File: src/rtl/tt_pkg.sv
package tt_pkg;

    // Increment modulo a port count: returns 0 when the incremented value reaches cnt.
    function automatic int unsigned wrap_inc(int unsigned val, int unsigned cnt);
        return (val + 1 == cnt) ? 0 : val + 1;
    endfunction

endpackage

File: src/rtl/tt_leaf.sv
// Linear ripple of token cells with a bypass across the whole span.
module tt_leaf #(
    parameter int W = 2
) (
    input  logic         tok_i,
    input  logic [W-1:0] req_i,
    input  logic [W-1:0] inj_i,
    output logic [W-1:0] gnt_o,
    output logic         tok_o,
    output logic         idle_o,
    output logic         inj_any_o
);
    logic [W:0] chain;
    logic [W-1:0] live;

    assign chain[0] = tok_i;

    for (genvar c = 0; c < W; c++) begin : g_cell
        assign live[c]      = chain[c] | inj_i[c];
        assign gnt_o[c]     = live[c] & req_i[c];
        assign chain[c + 1] = live[c] & ~req_i[c];
    end

    assign idle_o    = ~|req_i;
    assign inj_any_o = |inj_i;
    // Bypass: an idle span passes an arriving or locally injected token straight out.
    assign tok_o     = idle_o ? (tok_i | inj_any_o) : chain[W];
endmodule

File: src/rtl/tt_group.sv
// One group of GW cells. HIER=1 nests bypasses as a binary tree over SUBW-cell leaves;
// HIER=0 uses a single leaf covering the whole group.
module tt_group #(
    parameter int GW   = 8,
    parameter int SUBW = 2,
    parameter int HIER = 1
) (
    input  logic          tok_i,
    input  logic [GW-1:0] req_i,
    input  logic [GW-1:0] inj_i,
    output logic [GW-1:0] gnt_o,
    output logic          tok_o
);
    localparam int LW = (HIER != 0) ? SUBW : GW;
    localparam int NL = GW / LW;
    localparam int NN = 2 * NL;

    // Heap-ordered tree nodes: node 1 is the root, nodes NL..NN-1 are the leaves.
    logic [NN-1:1] nd_in;
    logic [NN-1:1] nd_out;
    logic [NN-1:1] nd_idle;
    logic [NN-1:1] nd_inj;

    assign nd_in[1] = tok_i;
    assign tok_o    = nd_out[1];

    for (genvar k = 1; k < NN; k++) begin : g_node
        if (k >= NL) begin : g_leaf
            tt_leaf #(.W(LW)) i_leaf (
                .tok_i     (nd_in[k]),
                .req_i     (req_i[(k - NL) * LW +: LW]),
                .inj_i     (inj_i[(k - NL) * LW +: LW]),
                .gnt_o     (gnt_o[(k - NL) * LW +: LW]),
                .tok_o     (nd_out[k]),
                .idle_o    (nd_idle[k]),
                .inj_any_o (nd_inj[k])
            );
        end else begin : g_inner
            assign nd_in[2 * k]     = nd_in[k];
            assign nd_in[2 * k + 1] = nd_out[2 * k];
            assign nd_idle[k]       = nd_idle[2 * k] & nd_idle[2 * k + 1];
            assign nd_inj[k]        = nd_inj[2 * k] | nd_inj[2 * k + 1];
            assign nd_out[k]        = nd_idle[k] ? (nd_in[k] | nd_inj[k])
                                                 : nd_out[2 * k + 1];
        end
    end
endmodule

File: src/rtl/tunnel_rr_arb.sv
module tunnel_rr_arb #(
    parameter int N_PORTS  = 32,
    parameter int GRP_SIZE = 8,
    parameter int SUB_SIZE = 2,
    parameter int HIER     = 1
) (
    input  logic                       clk,
    input  logic                       rst_n,
    input  logic [N_PORTS-1:0]         req_i,
    output logic [N_PORTS-1:0]         gnt_o,
    output logic [$clog2(N_PORTS)-1:0] ptr_o
);
    localparam int PW = $clog2(N_PORTS);
    localparam int NG = N_PORTS / GRP_SIZE;

    logic [PW-1:0]            ptr_q;
    logic [PW-1:0]            ptr_d;
    logic [PW-1:0]            gnt_idx;
    logic [N_PORTS-1:0]       inj;
    logic [1:0][N_PORTS-1:0]  pass_inj;
    logic [1:0][N_PORTS-1:0]  pass_gnt;
    logic [2*NG:0]            tok;

    assign inj         = N_PORTS'(1) << ptr_q;
    assign pass_inj[0] = inj;
    assign pass_inj[1] = '0;
    assign tok[0]      = 1'b0;

    // Ring unrolled twice: copy 0 takes the injected token, copy 1 carries the wrap.
    for (genvar p = 0; p < 2; p++) begin : g_pass
        for (genvar g = 0; g < NG; g++) begin : g_grp
            tt_group #(.GW(GRP_SIZE), .SUBW(SUB_SIZE), .HIER(HIER)) i_grp (
                .tok_i (tok[p * NG + g]),
                .req_i (req_i[g * GRP_SIZE +: GRP_SIZE]),
                .inj_i (pass_inj[p][g * GRP_SIZE +: GRP_SIZE]),
                .gnt_o (pass_gnt[p][g * GRP_SIZE +: GRP_SIZE]),
                .tok_o (tok[p * NG + g + 1])
            );
        end
    end

    assign gnt_o = pass_gnt[0] | pass_gnt[1];

    always_comb begin
        gnt_idx = '0;
        for (int i = 0; i < N_PORTS; i++) begin
            if (gnt_o[i]) gnt_idx = gnt_idx | PW'(i);
        end
    end

    assign ptr_d = (|req_i) ? PW'(tt_pkg::wrap_inc(32'(gnt_idx), N_PORTS)) : ptr_q;

    always_ff @(posedge clk or negedge rst_n) begin
        if (!rst_n) ptr_q <= '0;
        else        ptr_q <= ptr_d;
    end

    assign ptr_o = ptr_q;

    // Grant of the previous cycle, used to check the pointer update.
    logic [N_PORTS-1:0] gnt_q;
    always_ff @(posedge clk or negedge rst_n) begin
        if (!rst_n) gnt_q <= '0;
        else        gnt_q <= gnt_o;
    end


    gnt_onehot_chk: assert property (@(posedge clk) disable iff (!rst_n)
        $onehot0(gnt_o));

    gnt_requested_chk: assert property (@(posedge clk) disable iff (!rst_n)
        (gnt_o & ~req_i) == '0);

    gnt_present_chk: assert property (@(posedge clk) disable iff (!rst_n)
        (|req_i) |-> ($countones(gnt_o) == 1));

    ptr_follows_chk: assert property (@(posedge clk) disable iff (!rst_n)
        (|gnt_q) |-> gnt_q[ptr_o - PW'(1)]);

    idle_hold_chk: assert property (@(posedge clk) disable iff (!rst_n)
        !(|req_i) |=> $stable(ptr_o));

    idle_nogrant_chk: assert property (@(posedge clk) disable iff (!rst_n)
        !(|req_i) |-> (gnt_o == '0));
endmodule

File: config.mk
export PLATFORM = sky130hd
export DESIGN_NAME = tunnel_rr_arb
export DESIGN_NICKNAME = d
export VERILOG_FILES = /design/src/rtl/tt_pkg.sv /design/src/rtl/tt_leaf.sv /design/src/rtl/tt_group.sv /design/src/rtl/tunnel_rr_arb.sv
export SDC_FILE = /design/constraint.sdc
export NUM_CORES = 1
export LEC_CHECK = 0
export ABC_CLOCK_PERIOD_IN_PS = 8800
export BUFFER_PORTS_ARGS = -buffer_cell sky130_fd_sc_hd__buf_2
export CORE_MARGIN = 1
export CORE_UTILIZATION = 41
export DETAILED_ROUTE_END_ITERATION = 10
export PLACE_DENSITY = 0.75
export SYNTH_ARGS = -nofsm -noshare
export SYNTH_HDL_FRONTEND = slang
export SYNTH_SLANG_ARGS = --single-unit
File: constraint.sdc
create_clock -name clk -period 8.8 [get_ports clk]
set_clock_uncertainty 0.05 [all_clocks]
set_input_delay 0.88 -clock clk [delete_from_list [all_inputs] [get_ports clk]]
set_output_delay 0.88 -clock clk [all_outputs]
set_load 0.02 [all_outputs]
# Word level (Yosys, flattened, before mapping)
# Cells that the tools add are included.
[op_classes]
add_sub_neg = 1
mul = 0
n_div = 0
order_cmp = 0
eq_ne = 1
shift = 1
mux = 85
n_bitwise = 240
reduce_logical = 49
[op_table]
columns = ["operator", "count"]
rows = [
  ["$and A1 B1 Y1", 139],
  ["$mux W5", 17],
  ["$or A1 B1 Y1", 68],
  ["$reduce_or A2 Y1", 32],
  ["$mux W1", 54],
  ["$mux W4", 8],
  ["$not A1 Y1", 32],
  ["$or A32 B32 Y32", 1],
  ["$reduce_or A32 Y1", 1],
  ["$shl A1 B5 Y32 const A", 1],
  ["$logic_not A1 Y1", 16],
  ["$mux W3", 4],
  ["$add A5 B1 Y6 const B", 1],
  ["$eq A6 B6 Y1 const B", 1],
  ["$mux W2", 2],
]
[word_totals]
ff_bits = 5
latchBits = 0
mem_bits_rw = 0
mem_bits_ro = 0
input_bits = 34
out_inout_bits = 37
word_cells = 378
memories = 0

# Depth between registers and ports, before layout
[depth]
depth_word = 184
ltp_mapped = 18
ltp_nobuf = 15

# Modules after synthesis
# A second synthesis with hierarchy kept.
[hier_totals]
cells_unflattened = 430
area_unflattened_um2 = 2696.3
[by_module_without_submodules]
columns = ["module", "n_inst", "cells_per_inst", "area_each_um2", "seq_area_each_um2"]
rows = [
  ["tt_leaf", 32, 7, 41.3, 0.0],
  ["tunnel_rr_arb", 1, 158, 964.7, 125.1],
  ["tt_group", 8, 6, 51.3, 0.0],
]

# Worst setup path after synthesis
# OpenSTA, ideal clock, no wires.
[synth_timing]
kind = "input-to-reg"
startpoint = "input port req_i[5]"
endpoint = "register ptr_q[1], in the netlist ptr_o[1]"
setup_time_ps = 125
t_arrival_ps = 4400
required_time_ps = 8625
path_slack_ps = 4225
cell_stages = 12
path_buffers = 0
cell_sequence = "nor2_1 > nand2_1 > a211o_1 > a2111o_1 > a41o_1 > o21ai_1 > a31oi_1 > or3_1 > or4_1 > or3_4 > ha_1 > mux2_2"
[synth_via]
elab_cells_between_ends = 255
cone_classes = "1 x add/sub; 1 x eq/ne; 82 x mux; 168 x bitwise; 3 x reduce/logical"
[synth_rtl]
columns = ["element", "line", "source"]
rows = [
  ["start, declared", "tunnel_rr_arb.sv:9", "input logic [N_PORTS-1:0] req_i,"],
  ["$not A1 Y1", "tt_leaf.sv:21", "assign chain[c + 1] = live[c] & ~req_i[c];"],
  ["$and A1 B1 Y1", "tt_leaf.sv:21", ""],
  ["$mux W1", "tt_leaf.sv:27", "assign tok_o = idle_o ? (tok_i | inj_any_o) : chain[W];"],
  ["$or A1 B1 Y1", "tt_leaf.sv:19", "assign live[c] = chain[c] | inj_i[c];"],
  ["$and A1 B1 Y1", "tt_leaf.sv:21", ""],
  ["$or A1 B1 Y1", "tt_leaf.sv:19", ""],
  ["$and A1 B1 Y1", "tt_leaf.sv:21", ""],
  ["$mux W1", "tt_leaf.sv:27", ""],
  ["(+119 left out)", "-", ""],
  ["$and A1 B1 Y1", "tt_leaf.sv:21", ""],
  ["$and A1 B1 Y1", "tt_leaf.sv:20", "assign gnt_o[c] = live[c] & req_i[c];"],
  ["$or A32 B32 Y32 (*)", "tunnel_rr_arb.sv:42", "assign gnt_o = pass_gnt[0] | pass_gnt[1];"],
  ["net gnt_o[27]", "tunnel_rr_arb.sv:10", "output logic [N_PORTS-1:0] gnt_o,"],
  ["$mux W5 (*) (5 in series)", "tunnel_rr_arb.sv:47", "if (gnt_o[i]) gnt_idx = gnt_idx | PW'(i);"],
  ["$add A5 B1 Y6 (*)", "tt_pkg.sv:5", "return (val + 1 == cnt) ? 0 : val + 1;"],
  ["$eq A6 B6 Y1", "tt_pkg.sv:5", ""],
  ["$mux W5 (*)", "tt_pkg.sv:5", ""],
  ["end signal, assigned", "tunnel_rr_arb.sv:55", "else ptr_q <= ptr_d;"],
  ["end, declared", "tunnel_rr_arb.sv:16", "logic [PW-1:0] ptr_q;"],
]
# Mark *: on every way through the listed nets, which the timed path passes. The rest lies on a longest branch.
# A chain may end at the register's enable or synchronous reset.

# Worst setup path after layout
[layout_timing]
startpoint = "register ptr_q[1], in the netlist ptr_o[1]"
endpoint = "output port gnt_o[19]"
[layout_via]
elab_chain_len = 128
elab_cells_between_ends = 182
cone_classes = "1 x shift; 43 x mux; 122 x bitwise; 16 x reduce/logical"
[layout_lines]
columns = ["element", "line", "source"]
rows = [
  ["$shl A1 B5 Y32 (*)", "tunnel_rr_arb.sv:24", "assign inj = N_PORTS'(1) << ptr_q;"],
  ["$and A1 B1 Y1", "tt_leaf.sv:21", ""],
  ["$or A1 B1 Y1", "tt_leaf.sv:19", ""],
  ["$and A1 B1 Y1", "tt_leaf.sv:21", ""],
  ["$mux W1", "tt_leaf.sv:27", ""],
  ["$or A1 B1 Y1", "tt_leaf.sv:19", ""],
  ["$and A1 B1 Y1", "tt_leaf.sv:21", ""],
  ["$or A1 B1 Y1", "tt_leaf.sv:19", ""],
  ["(+109 left out)", "-", ""],
  ["$and A1 B1 Y1 (2 in series)", "tt_leaf.sv:21", ""],
  ["$mux W1", "tt_leaf.sv:27", ""],
  ["$mux W1 (2 in series)", "tt_group.sv:43", "assign nd_out[k] = nd_idle[k] ? (nd_in[k] | nd_inj[k])"],
  ["$and A1 B1 Y1 (2 in series)", "tt_leaf.sv:21", ""],
  ["$mux W1", "tt_leaf.sv:27", ""],
  ["$and A1 B1 Y1", "tt_leaf.sv:21", ""],
  ["$and A1 B1 Y1", "tt_leaf.sv:20", ""],
  ["$or A32 B32 Y32 (*)", "tunnel_rr_arb.sv:42", ""],
  ["end, declared", "tunnel_rr_arb.sv:10", ""],
]
# Every way passes the cells marked *; elsewhere a longest branch is shown, timed or not.

==> flow_summary.json <==
{
  "status": "finished clean",
  "route.detailed.drc": 0,
  "critical_path_class": "register to primary output",
  "path_cells": "nand3_1 -> o31ai_1 -> a22oi_1 -> o31ai_1 -> a41o_1 -> o21ai_2 -> a2111oi_0 -> o21a_1 -> buf_2",
  "synth_area_per_cell_um2": 6.24,
  "synthAdderAreaFrac": 0.00595,
  "seq_power_share": 0.117,
  "hold_violations": 0,
  "synth-simple-area-share": 0.392,
  "ys_seq_area_frac": 0.0595,
  "chipWidth_um": 73.6,
  "synth-compound-area-share": 0.449,
  "layout_commonest_cell": "buf_2",
  "worst_hold_slack_ns": 0.413,
  "rows": 25,
  "cap_viol_max_count": 0,
  "leakage_uw": 0.00114,
  "crit_fanout": 24,
  "gr-total-overflow": 0,
  "cp-end-kind": "primary output",
  "synth_nets": 372,
  "synthTopCellsByArea": "nand2_1 (6.8%), dfrtp_1 (5.9%), o21ai_0 (5.9%), nor2_1 (4.8%), a31oi_1 (4.5%)",
  "slew_viol_final": 0,
  "cts-resized-gates": 0,
  "p_sw_frac": 0.615,
  "yosysUniqueCellTypes": 72,
  "finalCritPeriodShare": 0.585,
  "syn_area_mm2": 0.00210,
  "track_usage": 0.326,
  "postCtsSetupRepairBufs": 0,
  "grt_max_degree": 29,
  "drt_wl_total_um": 8870,
  "drt_iter0_drc": 347,
  "p_per_area_mw_per_mm2": 267,
  "clock_latency_ns": 0.22,
  "synth.top_cell.area_share": 0.0678,
  "regArea_um2": 125,
  "finalNonFillerCells": 468,
  "coreArea_mm2": 0.00482,
  "critical_path_depth": 9,
  "die-area_mm2": 0.00542,
  "max-slew-margin-rel": 0.393,
  "num_vias": 3087,
  "viasPerCell": 6.60,
  "fin_crit_ns": 5.15,
  "yosysWarnings": 0,
  "synth_top_area_cell": "nand2_1",
  "layout_common_cells": "buf_2 (70), nand2_1 (38), nor2_1 (27)",
  "rsz0062_at_grt": "false",
  "power_uw": 680,
  "clockRootBuffer": "clkbuf_8",
  "antenna_found_initial": 0,
  "peakVddDrop_v": 0.000115,
  "p_switching_uw": 418,
  "setup_viol": 0,
  "reg2reg_depth": 12,
  "cts_tree": "done",
  "required_ns": 7.87,
  "postCtsHoldBufs": 0,
  "crit_buf_inv": 1,
  "start_util": 0.437,
  "fin_nets": 437,
  "synth.area.mux_share": 0.0125,
  "fin_tns_setup_ns": 0,
  "layout-drive-gt1-share": 0.234,
  "synthCells": 337,
  "cpMostUsedCell": "o31ai_1",
  "synth_edf_count": 0,
  "antenna_left": 0,
  "arrival_ns": 4.22,
  "worstHoldPathType": "input port to async pin",
  "largest_reg_flops": 5,
  "p_clk_frac": 0.062,
  "post_drt_wl_per_cell_um": 18.9,
  "cts_made_buffers": 3,
  "die_y_um": 73.6,
  "ioPinCount": 71,
  "ys.flop_type": "dfrtp_1",
  "synth_top_family_by_area": "compound AO/OA/AOI/OAI gates",
  "h-tree-depth": 1,
  "max_freq_mhz": 194,
  "tightest_slew_ns": 0.909,
  "first_pass_iters": 5,
  "synth-seq-cells": 5,
  "clk_pin_slew_ns": 0.03,
  "place_congestion": 1.02,
  "clockBufferDepth": 2,
  "dp_hpwl_um": 6790,
  "io_buffers": 70,
  "cp_top_family": "compound AO/OA/AOI/OAI gates",
  "cp-start-kind": "register",
  "fill_cells": 532,
  "area_delta_synth_final_pct": 20.9,
  "antenna_cells": 0,
  "critPathSlowestCell": "dfrtp_1",
  "async_reset_ff_frac": 1.00,
  "pwr-share-comb": 0.821,
  "first_global_vias": 2718,
  "synthXorXnorAreaFrac": 0.00832,
  "crit_path_max_incr_delay_ns": 0.89,
  "clock-sinks": 5,
  "numPlacedInstances": 464,
  "multi_input_area_mm2": 0.00183,
  "power.internal_uw": 262,
  "grt_pass1_wl_um": 13600
}
[worst register-to-register path: stages (launching register included)]
cell	delay, ns
dfrtp_1	0.69
inv_1	0.41
o21ai_0	0.22
a211o_1	0.34
a2111o_1	0.53
a41o_1	0.43
o21ai_1	0.24
a31oi_1	0.15
or3_1	0.43
or4_1	0.49
or3_4	0.41
ha_1	0.28
mux2_2	0.26
[worst paths after layout]
| check | startpoint | endpoint | slack (ns) |
|---|---|---|---|
| min in group clk | ptr_o[0] | ptr_o[0] | 0.64 |
| hold / removal | rst_n | ptr_o[3] | 0.41 |
| hold reg to reg | ptr_o[0] | ptr_o[0] | 0.64 |
| setup reg to reg | ptr_o[1] | ptr_o[1] | 3.75 |
| max in group asynchronous | rst_n | ptr_o[2] | 8.16 |
| setup / recovery | ptr_o[1] | gnt_o[19] | 3.65 |
[metrics by stage]
step           instance area [um^2]   util  worst slack, ns
5_1_grt                        2540  0.528             3.46
3_5_place_dp                   2500  0.519             3.78
4_1_cts                        2540  0.528             3.84
3_3_place_gp                   2500  0.519             3.87
6_report                       2540  0.528             3.65
2_1_floorplan                  2100      -             4.23
[synthesized netlist by cell type, types with 7 or more instances]
cell,instances
o21a_1,8
or4_1,7
nand3_1,11
a31oi_1,15
nor4_1,7
clkbuf_1,9
nor3_1,13
nand2_1,38
nor2_1,27
nor2b_1,11
or2_1,7
a21oi_1,17
inv_1,21
o21ai_0,25
[per-layer routing]
layer	wire, um	vias to the layer above	global-route usage
met2	3880	212	0.521
met1	3680	1427	0.450
met3	986	27	0.0302
met4	323	0	0.126
met5	0	-	0
li1	-	1421	-
[area by class of cell]
| cell class | count | area share |
|---|---|---|
| timing repair buffer | 74 | 0.150 |
| sequential | 5 | 0.0492 |
| clock buffer | 4 | 0.0177 |
| inverter | 22 | 0.0325 |
| tap | 67 | 0.0330 |
| multi-input combinational | 296 | 0.718 |
[cell families (layout without fill, tap and decap cells)]
group,after synthesis,count (layout)
simple gates,156,156
compound gates,135,135
buf+inv,36,100
flops,5,5
xor+xnor,2,2
mux,2,2
fa+ha+maj,1,1
[power by group through the flow]
stage	sequential (uW)	combinational, uW	clock (uW)
2_1_floorplan	61.2	398	0
3_3_place_gp	76.3	535	0
3_5_place_dp	77.8	541	0
4_1_cts	77.6	543	42.5
5_1_grt	81.4	599	45.2
6_report	79.4	559	42.1
Power figures use the tool's default switching activity.
